### src/rtl/acc_cpu.sv
module acc_cpu #(
  parameter logic [15:0] SP_INIT = 16'hFF00
) (
  input  logic        clk,
  input  logic        rst_n,
  output logic [15:0] mem_addr,
  input  logic [7:0]  mem_rdata,
  output logic [7:0]  mem_wdata,
  output logic        mem_rd,
  output logic        mem_wr,
  output logic        carry
);

  localparam logic [7:0] OP_LDA = 8'h01;
  localparam logic [7:0] OP_STA = 8'h02;
  localparam logic [7:0] OP_ADD = 8'h03;
  localparam logic [7:0] OP_ADI = 8'h04;
  localparam logic [7:0] OP_PSH = 8'h05;
  localparam logic [7:0] OP_POP = 8'h06;
  localparam logic [7:0] OP_CAL = 8'h07;
  localparam logic [7:0] OP_RET = 8'h08;

  typedef enum logic [5:0] {
    F0, F1, F2, F3,
    P0, P1, P2, P3,
    M0, M1,
    R0, R1, R2,
    X0,
    W0, W1,
    U0, U1, U2,
    O0,
    C0, C1, C2, C3, C4, C5, C6, C7,
    E0, E1, E2, E3, E4, E5, E6, E7
  } step_t;

  step_t       st;
  logic [7:0]  a, ir, mdr;
  logic [15:0] pc, sp, t, mar;
  logic        hi, c;
  logic [8:0]  sum;

  assign mem_addr  = mar;
  assign mem_wdata = mdr;
  assign carry     = c;
  assign sum       = {1'b0, a} + {1'b0, mdr};

  assign mem_rd = (st == F1) || (st == P1) || (st == R0) || (st == E1) || (st == E5);
  assign mem_wr = (st == W1) || (st == U2) || (st == C2) || (st == C5);

  always_ff @(posedge clk or negedge rst_n) begin
    if (!rst_n) begin
      st  <= F0;
      a   <= 8'h00;
      ir  <= 8'h00;
      mdr <= 8'h00;
      pc  <= 16'h0000;
      sp  <= SP_INIT;
      t   <= 16'h0000;
      mar <= 16'h0000;
      hi  <= 1'b0;
      c   <= 1'b0;
    end else begin
      case (st)
        F0: begin
          mar <= pc;
          pc  <= pc + 16'd1;
          st  <= F1;
        end
        F1: st <= F2;
        F2: begin
          mdr <= mem_rdata;
          st  <= F3;
        end
        F3: begin
          ir <= mdr;
          case (mdr)
            OP_LDA, OP_STA, OP_ADD, OP_CAL: st <= P0;
            OP_ADI: st <= X0;
            OP_PSH: st <= U0;
            OP_POP: st <= O0;
            OP_RET: st <= E0;
            default: st <= F0;
          endcase
        end
        P0: begin
          mar <= pc;
          pc  <= pc + 16'd1;
          st  <= P1;
        end
        P1: st <= P2;
        P2: begin
          mdr <= mem_rdata;
          st  <= P3;
        end
        P3: begin
          t <= {mdr, t[15:8]};
          if (!hi) begin
            hi <= 1'b1;
            st <= P0;
          end else begin
            hi <= 1'b0;
            st <= (ir == OP_CAL) ? C0 : M0;
          end
        end
        M0: begin
          mar[7:0] <= t[7:0];
          st <= M1;
        end
        M1: begin
          mar[15:8] <= t[15:8];
          st <= (ir == OP_STA) ? W0 : R0;
        end
        R0: st <= R1;
        R1: begin
          mdr <= mem_rdata;
          st  <= R2;
        end
        R2: begin
          if (ir == OP_ADD || ir == OP_ADI) begin
            a <= sum[7:0];
            c <= sum[8];
          end else begin
            a <= mdr;
          end
          st <= F0;
        end
        X0: begin
          mar <= pc;
          pc  <= pc + 16'd1;
          st  <= R0;
        end
        W0: begin
          mdr <= a;
          st  <= W1;
        end
        W1: st <= F0;
        U0: begin
          sp <= sp + 16'd1;
          st <= U1;
        end
        U1: begin
          mar <= sp;
          mdr <= a;
          st  <= U2;
        end
        U2: st <= F0;
        O0: begin
          mar <= sp;
          sp  <= sp - 16'd1;
          st  <= R0;
        end
        C0: begin
          sp <= sp + 16'd1;
          st <= C1;
        end
        C1: begin
          mar <= sp;
          mdr <= pc[7:0];
          st  <= C2;
        end
        C2: st <= C3;
        C3: begin
          sp <= sp + 16'd1;
          st <= C4;
        end
        C4: begin
          mar <= sp;
          mdr <= pc[15:8];
          st  <= C5;
        end
        C5: st <= C6;
        C6: begin
          pc[7:0] <= t[7:0];
          st <= C7;
        end
        C7: begin
          pc[15:8] <= t[15:8];
          st <= F0;
        end
        E0: begin
          mar <= sp;
          sp  <= sp - 16'd1;
          st  <= E1;
        end
        E1: st <= E2;
        E2: begin
          mdr <= mem_rdata;
          st  <= E3;
        end
        E3: begin
          pc[15:8] <= mdr;
          st <= E4;
        end
        E4: begin
          mar <= sp;
          sp  <= sp - 16'd1;
          st  <= E5;
        end
        E5: st <= E6;
        E6: begin
          mdr <= mem_rdata;
          st  <= E7;
        end
        E7: begin
          pc[7:0] <= mdr;
          st <= F0;
        end
        default: st <= F0;
      endcase
    end
  end

  p_fetch_addr_r2: assert property (@(posedge clk) disable iff (!rst_n)
    (st == F1) |-> (pc == mem_addr + 16'd1));

  p_stack_write_r7: assert property (@(posedge clk) disable iff (!rst_n)
    (mem_wr && st != W1) |-> (mem_addr == sp));

  p_pop_addr_r8: assert property (@(posedge clk) disable iff (!rst_n)
    (st == R0 && ir == OP_POP) |-> (sp == mem_addr - 16'd1));

  p_ret_second_r10: assert property (@(posedge clk) disable iff (!rst_n)
    (st == E5) |-> (mem_addr == sp + 16'd1));

  p_carry_hold_r11: assert property (@(posedge clk) disable iff (!rst_n)
    (st != R2) |=> $stable(carry));

  p_one_strobe_r1: assert property (@(posedge clk) disable iff (!rst_n)
    $onehot0({mem_rd, mem_wr}));

endmodule

### config.mk
export PLATFORM = sky130hd
export DESIGN_NAME = acc_cpu
export DESIGN_NICKNAME = d
export VERILOG_FILES = /design/src/rtl/acc_cpu.sv
export SDC_FILE = /design/constraint.sdc
export NUM_CORES = 1
export LEC_CHECK = 0
export BUFFER_PORTS_ARGS = -buffer_cell sky130_fd_sc_hd__buf_2
export CAP_MARGIN = 20
export CORE_ASPECT_RATIO = 1.4
export CORE_MARGIN = 3
export CORE_UTILIZATION = 42
export DETAILED_ROUTE_END_ITERATION = 8
export GPL_TIMING_DRIVEN = 0
export PLACE_DENSITY = 0.68
export SETUP_SLACK_MARGIN = 0.3
export SLEW_MARGIN = 15
export SYNTH_ARGS = -nofsm -noshare
export SYNTH_HDL_FRONTEND = slang
export SYNTH_SLANG_ARGS = --single-unit
export TNS_END_PERCENT = 5
### constraint.sdc
create_clock -name clk -period 8.88 [get_ports clk]
set_clock_uncertainty 0.15 [all_clocks]
set_input_delay 0.444 -clock clk [delete_from_list [all_inputs] [get_ports clk]]
set_output_delay 0.444 -clock clk [all_outputs]
set_load 0.05 [all_outputs]
==> impl_metrics.tcl <==
set metrics [dict create \
    crit_slowest_cell "o311ai_0" \
    tritoncts "done" \
    ant_nets 0 \
    synthFlopType "dfrtp_1" \
    p_leak_nw 3.09 \
    slew_headroom_pct 45.9 \
    p_int_mw 1.24 \
    clkTransAtPathRegs_ns 0.07 \
    cap_viol_max_count 0 \
    p_sw_share_pct 47.0 \
    grt_first_pass_wirelength_mm 29.6 \
    final_hold_viol_count 0 \
    area_growth_pct 11.8 \
    htree_num_levels 3 \
    dp_hpwl_mm 13.8 \
    syn_area_um2 6350 \
    drive_gt1_share_pct 17.9 \
    synth_edf_count 0 \
    cp_data_required_time_ns 8.99 \
    ir_drop_v 0.000173 \
    grt_max_degree 56 \
    clk_latency_ns 0.35 \
    cp-start-kind "flip-flop" \
    synth.top_cell.area_share_pct 34.7 \
    most-common-layout-cells "88 x dfrtp_1, 54 x a21oi_1, 52 x nand2_1, 52 x o21ai_0, 51 x buf_2" \
    grt_pass1_vias 5747 \
    period_needed_ns 4.63 \
    cp_num_buf_inv 4 \
    yosysUniqueCellTypes 68 \
    ios 37 \
    final_nets 780 \
    drt-pass1-iter-count 5 \
    combinationalPowerShare_pct 50.9 \
    cts_root_buf "clkbuf_16" \
    drcViolationCount 0 \
    period_share_pct 52.2 \
    place.gp.congestion 1.00 \
    yosys.area.top_type "dfrtp_1" \
    worst_pin_slew_ns 0.805 \
    holdCritPathClass "in2reg" \
    grt_setup_unrepaired "false" \
    cp_num_cells 14 \
    crit_chain "buf_4, nand2b_1, buf_2, buf_2, o22ai_1, a21oi_1, inv_1, ha_1, nor2b_1, o31a_1, o311ai_0, a21oi_1, o21a_1, o31ai_1" \
    outcome "complete, no violations" \
    antenna_found_initial 0 \
    end_kind "flip-flop" \
    power_mw 2.35 \
    syn_inst 693 \
    r2r-start "st[5]" \
    wl_per_cell_um 19.5 \
    vias 5725 \
    ys_async_sr_fraction_pct 100 \
    syn-num-nets 731 \
    cts_sinks 96 \
    grt_overflow 0 \
    final-setup-viol-count 0 \
    cp_slowest_stage_delay_ns 0.66 \
    layout_commonest_cell "dfrtp_1" \
    viasPerCell 6.12 \
    yosys_warnings 0 \
    start_util_pct 43.4 \
    setup_tns_ns 0 \
    fp-row-count 52 \
    p_per_area_nw_per_um2 331 \
    reg2reg_depth 14 \
    register_area_um2 2410 \
    worst-endpoint-arrival_ns 4.74 \
    worst-setup-path-type "reg2reg" \
    dr.first_iter.drc_count 402 \
    synth_seq_cells 96 \
    final.fill_count 1377 \
    syn_area_per_cell_um2 9.17 \
    cts_buffer_depth 2 \
    grt.total_usage_pct 22.9 \
    port_buffers 36 \
    slew_viol_final 0 \
    switching_power_mw 1.10 \
    synth.yosys.seq_area_share_pct 38.0 \
    p_clk_share_pct 16.2 \
    crit_fanout 15 \
    hold_depth 4 \
    n_antenna_cell 0 \
    wl_mm 18.3 \
    multiInputGateArea_um2 3660 \
    core_area_um2 14600 \
    fp.dieW_um 110 \
    cts_inserted_buffers 9 \
    dp.cells 919 \
    netlist_top_cells_area "dfrtp_1 35%, mux2_2 5.3%, ha_1 5.1%" \
    max_freq_ghz 0.216 \
    die_h_um 152 \
    critical-path-top-delay-family "compound AO/OA/AOI/OAI gates" \
    final_cell_count_no_fill 936 \
    die-area_um2 16700 \
    seqPwrFrac_pct 32.9 \
    holdCritStartpoint "mem_rdata[6]" \
    worstSetupStartpoint "st[5]" \
]
[synthesized netlist by cell type (3+ instances only)]
cell type / n
and3_1: 4
o22ai_1: 4
nor2_1: 48
mux2i_1: 6
mux2_2: 30
o31ai_1: 5
a31oi_1: 12
or3_1: 3
nor3_2: 4
a222oi_1: 9
and2_1: 5
dfrtp_1: 88
buf_4: 6
a2bb2oi_1: 19
o21a_1: 8
nand3_1: 20
o21ai_0: 52
nand2_1: 52
a21boi_0: 4
xor2_1: 6
o211ai_1: 19
ha_1: 26
or4_1: 4
nor3_1: 14
a21oi_1: 54
o22a_1: 6
inv_1: 24
nand2b_1: 9
xnor2_1: 9
dfstp_2: 8
a22o_1: 8
buf_2: 16
a21o_1: 8
nor2b_1: 9
nor3b_1: 5
o21bai_1: 4
nand4_1: 3
clkbuf_1: 16
or2_2: 5
nor4_1: 3
a22oi_1: 24
[final timing paths]
kind                           endpoint  slack (ns)
setup / recovery                 sp[14]        4.25
hold / removal             mem_wdata[6]        0.33
setup reg to reg                 sp[14]        4.25
hold reg to reg                  sp[12]        0.34
max in group asynchronous         sp[8]        7.52
min in group asynchronous          a[6]        0.42
[stage by stage]
| step | hold slack [ns] | area (um2) | utilization [%] | worst slack [ns] |
|---|---|---|---|---|
| after floorplan | -0.00159 | 6350 | - | 5.32 |
| after global placement | 0.328 | 6770 | 46.2 | 4.32 |
| after detailed placement | 0.237 | 6800 | 46.5 | 4.23 |
| after CTS | 0.326 | 7100 | 48.5 | 4.21 |
| after global routing | 0.353 | 7100 | 48.5 | 3.96 |
| final | 0.329 | 7100 | 48.5 | 4.25 |
[per-layer routing]
layer	wire length, um	share of wire, %	up-vias	GRT usage [%]
met5	0	0	-	0
met4	554	3.0	0	9.48
met3	935	5.1	40	2.67
met2	9420	52	211	40.3
met1	7360	40	2752	28.0
li1	-	-	2722	-
[kinds of logic after synthesis]
logic type / count (synthesis) / share of synthesized area, %
muxes: 36 / 6.26
DFF: 96 / 38.0
xor gates and xnor gates: 15 / 2.07
buffers and inverters: 64 / 4.47
adders and majority gates: 28 / 5.75
AOI/OAI and AO/OA: 259 / 28.1
and+or+nand+nor: 195 / 15.4
[worst register-to-register path, cell delays in order (launching register included)]
cell and delay [ns]:
dfrtp_1 0.33, buf_4 0.17, nand2b_1 0.12, buf_2 0.19
buf_2 0.27, o22ai_1 0.11, a21oi_1 0.53, inv_1 0.45
ha_1 0.46, nor2b_1 0.16, o31a_1 0.29, o311ai_0 0.66
a21oi_1 0.20, o21a_1 0.23, o31ai_1 0.24
[flip-flops by register name, summed over array words and instances, names as in the netlist]
signal / flops
mem_addr: 16
pc: 16
sp: 16
t: 16
a: 8
ir: 8
mem_wdata: 8
st: 6
carry: 1
hi: 1
[final cells by class]
type / count / area share, %
Sequential cell: 96 / 34.0
Buffer: 40 / 2.73
Timing Repair Buffer: 38 / 3.15
Tap cell: 189 / 3.33
Clock buffer: 11 / 3.56
Clock inverter: 5 / 0.546
Inverter: 24 / 1.27
Multi-Input combinational cell: 533 / 51.5
[power groups by stage]
stage / combinational [mW] / clock, mW / sequential [mW]
floorplan: 0.747 / 0 / 0.878
global placement: 1.16 / 0 / 0.771
detailed placement: 1.18 / 0 / 0.776
CTS: 1.19 / 0.382 / 0.769
global route: 1.31 / 0.401 / 0.789
finish: 1.19 / 0.380 / 0.774
[repair_timing]
action	in CTS	in global routing
setup buffers	0	0
endpoints found under the hold margin	41	0
hold buffers	1	0
gates resized for setup	0	0
Power figures use the tool's default switching activity.
